$ cat config.mk
export PLATFORM = sky130hd
export DESIGN_NAME = dma_desc_engine
export DESIGN_NICKNAME = d
export VERILOG_FILES = /design/src/rtl/dma_eng_pkg.sv /design/src/rtl/dma_ctrl_decode.sv /design/src/rtl/dma_addr_gen.sv /design/src/rtl/dma_desc_engine.sv
export SDC_FILE = /design/constraint.sdc
export NUM_CORES = 1
export LEC_CHECK = 0
export CORE_UTILIZATION = 62
export CTS_CLUSTER_DIAMETER = 60
export DETAILED_ROUTE_END_ITERATION = 12
export PLACE_DENSITY_LB_ADDON = 0.05
export SYNTH_ARGS = -nofsm -noshare
export SYNTH_HDL_FRONTEND = slang
export SYNTH_SLANG_ARGS = --single-unit
$ cat constraint.sdc
create_clock -name clk -period 12.2 [get_ports clk]
set_input_delay 2.44 -clock clk [delete_from_list [all_inputs] [get_ports clk]]
set_output_delay 2.44 -clock clk [all_outputs]
set_load 0.02 [all_outputs]
$ cat src/rtl/dma_eng_pkg.sv
package dma_eng_pkg;

    localparam int CNT_W  = 10;
    localparam int WORD_W = 32;

    localparam logic [2:0] MODE_BASIC = 3'd1;
    localparam logic [2:0] MODE_AUTO  = 3'd2;

    localparam logic [1:0] STEP_NONE = 2'd3;
    localparam logic [1:0] SIZE_WORD = 2'd2;

    typedef enum logic [2:0] {
        ST_IDLE,
        ST_FETCH,
        ST_CHECK,
        ST_WAIT,
        ST_RD,
        ST_WR,
        ST_WB
    } eng_state_e;

    typedef struct packed {
        logic             mode_ok;
        logic             basic;
        logic [CNT_W-1:0] nm1;
        logic [CNT_W-1:0] blk_mask;
        logic [1:0]       src_size;
        logic [1:0]       src_step;
        logic [1:0]       dst_size;
        logic [1:0]       dst_step;
        logic [WORD_W-1:0] wb_word;
    } ctrl_dec_t;

endpackage

$ cat src/rtl/dma_ctrl_decode.sv
module dma_ctrl_decode
    import dma_eng_pkg::*;
(
    input  logic [WORD_W-1:0] word,
    output ctrl_dec_t         dec
);
    logic [2:0] mode;
    logic [3:0] expo;

    always_comb begin
        mode         = word[2:0];
        expo         = word[17:14];
        dec.mode_ok  = (mode == MODE_BASIC) || (mode == MODE_AUTO);
        dec.basic    = (mode == MODE_BASIC);
        dec.nm1      = word[13:4];
        // exponents >= CNT_W saturate to a full-count block
        dec.blk_mask = ~({CNT_W{1'b1}} << expo);
        dec.src_size = word[25:24];
        dec.src_step = word[27:26];
        dec.dst_size = word[29:28];
        dec.dst_step = word[31:30];
        dec.wb_word  = {word[31:14], {CNT_W{1'b0}}, word[3], 3'b000};
    end
endmodule

$ cat src/rtl/dma_addr_gen.sv
module dma_addr_gen
    import dma_eng_pkg::*;
#(
    parameter int AW = 32
) (
    input  logic [AW-1:0]    end_ptr,
    input  logic [CNT_W-1:0] remain,
    input  logic [1:0]       step,
    output logic [AW-1:0]    addr
);
    logic [AW-1:0] offset;

    always_comb begin
        unique case (step)
            2'd0:    offset = AW'(remain);
            2'd1:    offset = AW'({remain, 1'b0});
            2'd2:    offset = AW'({remain, 2'b00});
            default: offset = '0;
        endcase
        addr = end_ptr - offset;
    end
endmodule

$ cat src/rtl/dma_desc_engine.sv
module dma_desc_engine
    import dma_eng_pkg::*;
#(
    parameter int AW = 32,
    parameter int DW = 32
) (
    input  logic          clk,
    input  logic          rst_n,
    input  logic          start,
    input  logic [AW-1:0] desc_base,
    input  logic          dreq,
    output logic          busy,
    output logic          done,
    output logic          error,
    output logic          bus_req,
    output logic          bus_we,
    output logic [AW-1:0] bus_addr,
    output logic [1:0]    bus_size,
    output logic [DW-1:0] bus_wdata,
    input  logic          bus_ack,
    input  logic          bus_err,
    input  logic [DW-1:0] bus_rdata
);
    localparam logic [AW-1:0] CTRL_OFS = AW'(8);

    typedef struct packed {
        eng_state_e        st;
        logic [1:0]        fidx;
        logic [AW-1:0]     base;
        logic [AW-1:0]     src_end;
        logic [AW-1:0]     dst_end;
        logic [WORD_W-1:0] ctrl;
        logic [CNT_W-1:0]  remain;
        logic [CNT_W-1:0]  blk;
        logic [DW-1:0]     data;
        logic              done;
        logic              err;
    } eng_regs_t;

    eng_regs_t r_q, r_d;
    ctrl_dec_t dec;
    logic [AW-1:0] src_addr, dst_addr;

    dma_ctrl_decode u_dec (
        .word (r_q.ctrl),
        .dec  (dec)
    );

    dma_addr_gen #(.AW(AW)) u_src_addr (
        .end_ptr (r_q.src_end),
        .remain  (r_q.remain),
        .step    (dec.src_step),
        .addr    (src_addr)
    );

    dma_addr_gen #(.AW(AW)) u_dst_addr (
        .end_ptr (r_q.dst_end),
        .remain  (r_q.remain),
        .step    (dec.dst_step),
        .addr    (dst_addr)
    );

    always_comb begin
        r_d      = r_q;
        r_d.done = 1'b0;
        r_d.err  = 1'b0;
        unique case (r_q.st)
            ST_IDLE: begin
                if (start) begin
                    r_d.base = desc_base;
                    r_d.fidx = 2'd0;
                    r_d.st   = ST_FETCH;
                end
            end
            ST_FETCH: begin
                if (bus_ack) begin
                    if (bus_err) begin
                        r_d.err = 1'b1;
                        r_d.st  = ST_IDLE;
                    end else begin
                        unique case (r_q.fidx)
                            2'd0:    r_d.src_end = bus_rdata[AW-1:0];
                            2'd1:    r_d.dst_end = bus_rdata[AW-1:0];
                            default: r_d.ctrl    = bus_rdata[WORD_W-1:0];
                        endcase
                        if (r_q.fidx == 2'd2) r_d.st = ST_CHECK;
                        else                  r_d.fidx = r_q.fidx + 2'd1;
                    end
                end
            end
            ST_CHECK: begin
                if (!dec.mode_ok) begin
                    r_d.err = 1'b1;
                    r_d.st  = ST_IDLE;
                end else begin
                    r_d.remain = dec.nm1;
                    r_d.blk    = '0;
                    r_d.st     = dec.basic ? ST_WAIT : ST_RD;
                end
            end
            ST_WAIT: begin
                if (dreq) r_d.st = ST_RD;
            end
            ST_RD: begin
                if (bus_ack) begin
                    if (bus_err) begin
                        r_d.err = 1'b1;
                        r_d.st  = ST_IDLE;
                    end else begin
                        r_d.data = bus_rdata;
                        r_d.st   = ST_WR;
                    end
                end
            end
            ST_WR: begin
                if (bus_ack) begin
                    if (bus_err) begin
                        r_d.err = 1'b1;
                        r_d.st  = ST_IDLE;
                    end else if (r_q.remain == '0) begin
                        r_d.st = ST_WB;
                    end else begin
                        r_d.remain = r_q.remain - 1'b1;
                        if (dec.basic && (r_q.blk == dec.blk_mask)) begin
                            r_d.blk = '0;
                            r_d.st  = ST_WAIT;
                        end else begin
                            r_d.blk = r_q.blk + 1'b1;
                            r_d.st  = ST_RD;
                        end
                    end
                end
            end
            ST_WB: begin
                if (bus_ack) begin
                    r_d.st = ST_IDLE;
                    if (bus_err) r_d.err  = 1'b1;
                    else         r_d.done = 1'b1;
                end
            end
            default: r_d.st = ST_IDLE;
        endcase
    end

    always_ff @(posedge clk or negedge rst_n) begin
        if (!rst_n) begin
            r_q    <= '0;
            r_q.st <= ST_IDLE;
        end else begin
            r_q <= r_d;
        end
    end

    always_comb begin
        bus_req   = 1'b0;
        bus_we    = 1'b0;
        bus_addr  = '0;
        bus_size  = SIZE_WORD;
        bus_wdata = '0;
        unique case (r_q.st)
            ST_FETCH: begin
                bus_req  = 1'b1;
                bus_addr = r_q.base + AW'({r_q.fidx, 2'b00});
            end
            ST_RD: begin
                bus_req  = 1'b1;
                bus_addr = src_addr;
                bus_size = dec.src_size;
            end
            ST_WR: begin
                bus_req   = 1'b1;
                bus_we    = 1'b1;
                bus_addr  = dst_addr;
                bus_size  = dec.dst_size;
                bus_wdata = r_q.data;
            end
            ST_WB: begin
                bus_req   = 1'b1;
                bus_we    = 1'b1;
                bus_addr  = r_q.base + CTRL_OFS;
                bus_wdata = DW'(dec.wb_word);
            end
            default: ;
        endcase
    end

    assign busy  = (r_q.st != ST_IDLE);
    assign done  = r_q.done;
    assign error = r_q.err;

endmodule

==> impl_metrics.ini, run 1 <==
[timing]
finClkSkew_ns = 0.0195
fin_ws_ns = 4.87
fmax_mhz = 137
fin_crit_sh_pct = 60.0
slew-limit-headroom_pct = 40.2
period_minus_slack_ns = 7.33
setup_tns_ns = 0
worst_pin_slew_ns = 0.897
rsz0062_at_grt = false
drv_slew = 0
hold_viol = 0
setup_viol = 0

[clock_network]
tritoncts = built
cts.sinks = 187
cts_buffers = 17
cts_resized = 0
cts-hold-fix-buffers = 0
post_cts_buffers = 0
clk_pin_slew_ns = 0.08
cts_buffer_depth = 2
clk_latency_ns = 0.45
clock-root-buffer = clkbuf_16
htree_levels = 4

[power_and_ir_drop]
total_power_w = 0.00420
ir_worst_vdd_uv = 173
power.density_nw_per_um2 = 297
p_leak_nw = 5.94

[finish]
syn_to_final_growth_pct = 17.6
seq_area_um2 = 4680
drive_above_1_share_pct = 17.4
fill_cells = 1343
fin_area_um2 = 14100
final_common_cell = dfrtp_1
final_core_util_pct = 75.0
fin_nets = 1442
diodes = 0
multi_input_comb_area_um2 = 6950
final_cell_mix = 187 x dfrtp_1, 161 x mux2_2, 139 x clkdlybuf4s50_1

[die]
die_w_um = 141
core-area_um2 = 18800
die_area_um2 = 19900
rows = 50
start_util_pct = 63.8
io_pins = 141
die_h_um = 141

[worst_setup_path]
cpPeakStageDelay_ns = 0.67
path_class = reg2out
path_buf_inv = 1
cp_cell_sequence = nor2b_1 > a21oi_1 > ha_1 > o21a_1 > o211ai_1 > a211oi_1 > o31ai_1 > and3_1 > nand3b_1 > xor2_1 > o221ai_1 > clkdlybuf4s50_1
cp.required_ns = 9.76
path_max_fanout = 14
crit_family = compound AO/OA/AOI/OAI gates
cp_slowest_cell = clkdlybuf4s50_1
rrSetupSlack_ns = 9.08
crit_path_end_kind = primary output
r2r-start = r_q[184]
cp-start-kind = flop
rr_worst_depth = 9
arrival_ns = 4.89
timing.rr.end = r_q[40]

[synth]
synth_top_area_share_pct = 39.0
synthFlopType = dfrtp_1
syn_area_um2 = 12000
synthArstFlopShare_pct = 100
syn_avg_cell_area_um2 = 9.76
synth-edff-count = 0
seq_area_frac_synth_pct = 39.0
synthCells = 1231
ys_seq_elements = 187
synthTopCellsByArea = dfrtp_1 39%, mux2_2 15%, ha_1 4.2%
netlist-cell-type-count = 74
yosys.area.top_type = dfrtp_1
ys_warn_count = 0
synth_fp_nets = 1344

[global_route]
grt_usage_pct = 35.4
grt_overflow_total = 0
antenna_found_initial = 0
grt_pass1_vias = 9994
grt_first_pass_wirelength_um = 54100
grt_max_degree = 73

[detailed_routing]
vias_per_cell = 6.57
firstDrtPassIters = 5
ant_nets = 0
first_iter_violations = 860
vias = 10500
route.detailed.drc = 0
route.detailed.wl_per_inst_um = 21.4
wl_um = 34300

[run_status]
status = completed

[run]
drv_cap = 0

[place]
port_buffers = 140
place_area_um2 = 13500
pre_cts_ws_ns = 5.51
place_congestion = 0.941
place_hpwl_um = 24300

[hold_path]
worstHoldPathType = reg2reg
whs_path_depth = 1
worstHoldStart = r_q[13]
hold_end = r_q[13]
==> synthesized netlist by cell type (3+ instances only) <==
library cell    n
a22oi_1        13
nor3b_1         5
o211ai_1        8
xor2_1         34
buf_2           4
clkbuf_1       50
or3_1          15
o31ai_1         5
a221o_1         5
a32o_1          3
o221ai_1       17
a211o_1         4
and3_1         26
a211oi_1        4
a21oi_1        79
mux2i_1        23
dfrtp_1       187
nor2b_1        11
fa_1            3
nor4_1          8
nor3_1         39
nand3_1        33
nand3b_1        6
a31oi_1        13
o22ai_1        14
o21a_1          5
nand2_1        73
or4_1           3
nand4_1        11
a22o_1         23
o21ai_0        73
xnor2_1        24
ha_1           40
nand2b_1       15
inv_1          20
buf_6           3
nor2_1         87
buf_1          17
mux2_2        161
or2_2           6
a21o_1         17
==> worst max path at each step <==
stage | from | end | slack (ns) | depth (start not counted)
floorplan | r_q[81] | bus_addr[26] | 6.36 | 14
global placement | r_q[85] | bus_addr[27] | 5.62 | 12
detailed placement | r_q[81] | bus_addr[31] | 5.51 | 12
CTS | r_q[81] | bus_addr[31] | 5.01 | 12
global route | r_q[84] | bus_addr[29] | 4.63 | 12
finish | r_q[81] | bus_addr[31] | 4.87 | 12
==> power by group <==
group          total, W  switching, W  internal, W
clock network  0.000554      0.000272     0.000282
registers       0.00129      0.000390     0.000900
logic           0.00235       0.00127      0.00109
total           0.00420       0.00193      0.00227
==> state kept, by name (all words and copies together) (netlist names) <==
register / flops
error: 1
r_q: 185
done: 1
==> per-layer routing <==
metal	up-vias	part of all wire [%]	GRT usage [%]
met3	77	8.2	6.11
met2	552	47	57.8
met5	-	0	0
met1	5144	42	47.1
li1	4751	-	-
met4	0	2.7	13.4
==> stage by stage <==
stage,hold WS (ns),instances
after floorplan,0.461,1231
after global placement,0.479,1570
after detailed placement,0.489,1570
after CTS,0.506,1602
after global routing,0.515,1602
final,0.503,1602
==> logic make-up (layout without fill, tap and decap cells) <==
kind of cell / count (synthesis) / in the layout / share of synthesized area [%]
DFF: 187 / 187 / 39.0
muxes: 184 / 184 / 17.0
xor gates and xnor gates: 58 / 58 / 4.23
adders and majority gates: 43 / 43 / 4.67
and+or+nand+nor: 355 / 355 / 15.0
AOI/OAI and AO/OA: 308 / 308 / 16.8
buffers and inverters: 96 / 207 / 3.37
==> cell type report <==
class / count / area share (%)
inverters: 20 / 0.532
multi-input cells: 948 / 49.2
well taps: 260 / 2.30
clock buffers: 20 / 3.23
flip-flops and latches: 187 / 33.1
repair buffers: 155 / 10.7
clock inverters: 12 / 0.842
==> worst reg2reg max path: stages, from the launching register on <==
cell	delay [ns]
dfrtp_1	0.76
or3_1	0.21
a21oi_1	0.09
a211o_1	0.29
nor2_1	0.43
a31oi_2	0.17
buf_4	0.27
or3_1	0.49
nor3b_1	0.26
a21o_1	0.10
Power figures use the tool's default switching activity.
==> inputs of run 2 (changes only) <==
--- a/config.mk
+++ b/config.mk
@@ -5,7 +5,7 @@
 export SDC_FILE = /design/constraint.sdc
 export NUM_CORES = 1
 export LEC_CHECK = 0
-export CORE_UTILIZATION = 62
+export CORE_UTILIZATION = 52
 export CTS_CLUSTER_DIAMETER = 60
 export DETAILED_ROUTE_END_ITERATION = 12
 export PLACE_DENSITY_LB_ADDON = 0.05
==> constraint.sdc (replaced) <==
create_clock -name clk -period 6.2 [get_ports clk]
set_input_delay 1.24 -clock clk [delete_from_list [all_inputs] [get_ports clk]]
set_output_delay 1.24 -clock clk [all_outputs]
set_load 0.02 [all_outputs]
==> impl_metrics.ini, run 2 (same netlist as run 1, synthesis figures left out) <==
[clock_network]
cts-hold-fix-buffers = 0
cts_buffers = 17
cts_buffer_depth = 2
clk_pin_slew_ns = 0.08
tritoncts = built
cts.sinks = 187
cts_resized = 0
clock-root-buffer = clkbuf_16
post_cts_buffers = 0
htree_levels = 4
clk_latency_ns = 0.44

[power_and_ir_drop]
ir_worst_vdd_uv = 305
total_power_w = 0.00835
p_leak_nw = 5.98
power.density_nw_per_um2 = 586

[finish]
diodes = 0
fill_cells = 1943
largest_register_ffs = 185
final_core_util_pct = 62.9
final_common_cell = dfrtp_1
top_register = r_q
seq_area_um2 = 4680
final_cell_mix = 186 x dfrtp_1, 161 x mux2_2, 139 x clkdlybuf4s50_1
syn_to_final_growth_pct = 18.7
fin_nets = 1448
multi_input_comb_area_um2 = 6960
drive_above_1_share_pct = 18.1

[timing]
hold_viol = 0
fmax_mhz = 168
setup_tns_ns = 0
finClkSkew_ns = 0.0159
fin_crit_sh_pct = 96.1
worst_pin_slew_ns = 1.21
setup_viol = 0
slew-limit-headroom_pct = 19.1
drv_slew = 0
period_minus_slack_ns = 5.96
rsz0062_at_grt = false

[detailed_routing]
firstDrtPassIters = 5
route.detailed.drc = 0
vias = 10300
wl_um = 35000
route.detailed.wl_per_inst_um = 21.5
vias_per_cell = 6.29
ant_nets = 0
first_iter_violations = 744

[worst_setup_path]
cp_common_cell = a21oi_1
crit_path_end_kind = primary output
cpPeakStageDelay_ns = 0.61
arrival_ns = 4.72
path_buf_inv = 1
cp-start-kind = flop
cp_cell_sequence = nor2b_2 > a21oi_1 > ha_1 > a21oi_1 > a21oi_1 > o41a_1 > o41ai_2 > nand2_1 > nor4_1 > xor2_1 > a221o_1 > clkdlybuf4s50_1
cp_slowest_cell = dfrtp_1
path_max_fanout = 14
path_class = reg2out
crit_family = compound AO/OA/AOI/OAI gates
cp.required_ns = 4.96

[global_route]
grt_pass1_vias = 9885
grt_first_pass_wirelength_um = 56200
antenna_found_initial = 1
grt_max_degree = 111
grt_usage_pct = 30.6
grt_overflow_total = 0

[die]
start_util_pct = 53.0
core-area_um2 = 22600
die_h_um = 154
rows = 55
io_pins = 141
die_w_um = 154
die_area_um2 = 23700

[hold_path]
worstHoldPathType = reg2reg

[run_status]
status = completed

[place]
place_hpwl_um = 25400
port_buffers = 140
place_congestion = 0.955

[run]
drv_cap = 0
## run 2: cell types whose count changed in the layout (fill, tap and decap cells not counted), sizes merged
cell / delta
buf: +5
bufinv: +1
clkbuf: -2
clkinv: +2
inv: -1
## run 2: area by class of cell
type	count	share of cell area, %
inverter	20	0.527
sequential	187	32.9
clock buffer	17	2.99
clock inverter	14	1.25
timing repair buffer	161	11.1
tap	285	2.50
multi-input combinational	948	48.8
## run 2: metrics by stage
step	std cells	hold slack, ns	setup WS (ns)	instance area, um2
after detailed placement	1601	0.489	0.576	13600
final	1632	0.502	0.239	14200
after floorplan	1231	0.461	1.56	12000
after global placement	1601	0.481	0.742	13600
after global routing	1632	0.511	0.0372	14200
after CTS	1632	0.506	0.0820	14200
## run 2: final timing paths
path | startpoint | to | slack, ns | depth (start not counted)
setup / recovery | r_q[85] | bus_addr[27] | 0.24 | 12
hold / removal | r_q[8] | r_q[8] | 0.50 | 1
setup reg to reg | r_q[184] | r_q[38] | 2.93 | 7
hold reg to reg | r_q[8] | r_q[8] | 0.50 | 1
max in group asynchronous | rst_n | r_q[84] | 4.34 | 2
min in group asynchronous | rst_n | r_q[152] | 0.80 | 1
## run 2: layer usage
metal | vias up | global-route usage (%) | share of wire (%)
met5 | - | 0 | 0
met4 | 0 | 6.10 | 1.0
met3 | 33 | 5.07 | 5.6
met2 | 344 | 50.2 | 47
met1 | 5149 | 42.7 | 46
li1 | 4746 | - | -
## run 2: where the power goes
part / total, W / internal, W / switching, W
logic: 0.00470 / 0.00217 / 0.00252
clock network: 0.00113 / 0.000578 / 0.000554
registers: 0.00252 / 0.00177 / 0.000750
==> inputs of run 3 (changes only) <==
--- a/config.mk
+++ b/config.mk
@@ -5,10 +5,11 @@
 export SDC_FILE = /design/constraint.sdc
 export NUM_CORES = 1
 export LEC_CHECK = 0
-export CORE_UTILIZATION = 52
+export CORE_UTILIZATION = 57
 export CTS_CLUSTER_DIAMETER = 60
 export DETAILED_ROUTE_END_ITERATION = 12
 export PLACE_DENSITY_LB_ADDON = 0.05
+export SLEW_MARGIN = 20
 export SYNTH_ARGS = -nofsm -noshare
 export SYNTH_HDL_FRONTEND = slang
 export SYNTH_SLANG_ARGS = --single-unit
==> constraint.sdc (replaced) <==
create_clock -name clk -period 6.56 [get_ports clk]
set_input_delay 1.312 -clock clk [delete_from_list [all_inputs] [get_ports clk]]
set_output_delay 1.312 -clock clk [all_outputs]
set_load 0.02 [all_outputs]
==> impl_metrics.ini, run 3 (same netlist as run 1, synthesis figures left out) <==
[detailed_routing]
first_iter_violations = 780
route.detailed.wl_per_inst_um = 20.9
route.detailed.drc = 0
wl_met1_um = 15000
wl_met3_um = 2180
maxUsedRoutingLayer = met4
wl_um = 33900
wl_met2_um = 15900
firstDrtPassIters = 5
vias_per_cell = 6.32
ant_nets = 0
vias = 10200

[finish]
fin_area_um2 = 14200
fill_cells = 1647
top_register = r_q
largest_register_ffs = 185
drive_above_1_share_pct = 17.7
final_core_util_pct = 69.5
final_cell_mix = 187 x dfrtp_1, 161 x mux2_2, 139 x clkdlybuf4s50_1
diodes = 0
final_common_cell = dfrtp_1
fin_nets = 1447
finalNonFillerCells = 1617
syn_to_final_growth_pct = 18.2

[worst_setup_path]
path_max_fanout = 14
arrival_ns = 4.71
r2r-start = r_q[184]
path_buf_inv = 2
cp_slowest_cell = dfrtp_1
cpPeakStageDelay_ns = 0.66
crit_family = compound AO/OA/AOI/OAI gates
cp_cell_sequence = nor2b_1 > a21oi_1 > ha_1 > a21oi_1 > nor2b_1 > a211oi_1 > o31ai_1 > buf_4 > and3_1 > nand2b_1 > xnor2_1 > a221o_1 > clkdlybuf4s50_1
path_class = reg2out
rrSetupSlack_ns = 3.03
crit_path_start = r_q[80]
cp.required_ns = 5.25
crit_path_end_kind = primary output
cp-start-kind = flop

[timing]
fin_crit_sh_pct = 91.9
hold_viol = 0
fin_ws_ns = 0.534
setup_viol = 0
slew-limit-headroom_pct = 32.4
rsz0062_at_grt = false
drv_slew = 0
fmax_mhz = 166
setup_tns_ns = 0
worst_pin_slew_ns = 1.01
finClkSkew_ns = 0.00822
period_minus_slack_ns = 6.03

[clock_network]
post_cts_buffers = 0
cts_buffers = 17
clk_pin_slew_ns = 0.08
clock-root-buffer = clkbuf_16
cts_buffer_depth = 2
cts_resized = 0
cts.sinks = 187
clk_latency_ns = 0.44
cts-hold-fix-buffers = 0
tritoncts = built
htree_levels = 4

[die]
die_w_um = 147
io_pins = 141
die_area_um2 = 21700
core-area_um2 = 20400
rows = 52
die_h_um = 147
start_util_pct = 58.8

[power_and_ir_drop]
ir_worst_vdd_uv = 297
p_leak_nw = 5.96
power.density_nw_per_um2 = 549

[hold_path]
worstHoldPathType = reg2reg
worstHoldStart = r_q[14]

[place]
port_buffers = 140
place_congestion = 0.946
placed_cells = 1585
pre_cts_ws_ns = 1.03
place_hpwl_um = 24500
place_area_um2 = 13600

[run_status]
status = completed

[run]
drv_cap = 0

[global_route]
antenna_found_initial = 0
grt_overflow_total = 0
grt_pass1_vias = 9781
grt_usage_pct = 32.0
grt_first_pass_wirelength_um = 53500
grt_max_degree = 78
run 3: cell types whose count changed in the layout (fill, tap and decap cells not counted), moves of 2 or more:
cell	before	now
clkbuf_8	1	3
clkinv_4	2	4
clkinv_8	4	2
nor2b_1	9	11
nor2b_2	2	0
run 3: where the power goes:
part,leakage [nW],internal [W],switching [W]
combinational,3.36,0.00205,0.00234
sequential,2.32,0.00167,0.000704
clock,0.283,0.000525,0.000504
run 3: final cells by class:
type	count	area, um2	share of cell area (%)
repair buffers	160	1570	11.0
clock buffers	20	457	3.22
inverters	20	75.1	0.529
flip-flops and latches	187	4680	33.0
multi-input cells	948	6950	49.0
clock inverters	12	126	0.890
well taps	270	338	2.38
run 3: path summary, 6_finish.rpt:
check | to | depth (start not counted)
max in group asynchronous | r_q[49] | 2
setup reg to reg | r_q[36] | 8
hold reg to reg | r_q[14] | 1
hold / removal | r_q[14] | 1
setup / recovery | bus_addr[29] | 13
min in group asynchronous | r_q[153] | 1
run 3: per-stage QoR:
step                total power [W]  hold slack, ns
finish                      0.00779           0.502
detailed placement          0.00670           0.488
global route                0.00830           0.516
CTS                         0.00776           0.505
floorplan                   0.00524           0.461
global placement            0.00664           0.480
run 3: layer usage:
metal,up-vias,GRT usage [%]
met5,-,0
met2,356,51.3
met4,0,10.4
met1,5045,43.9
met3,53,5.59
li1,4765,-
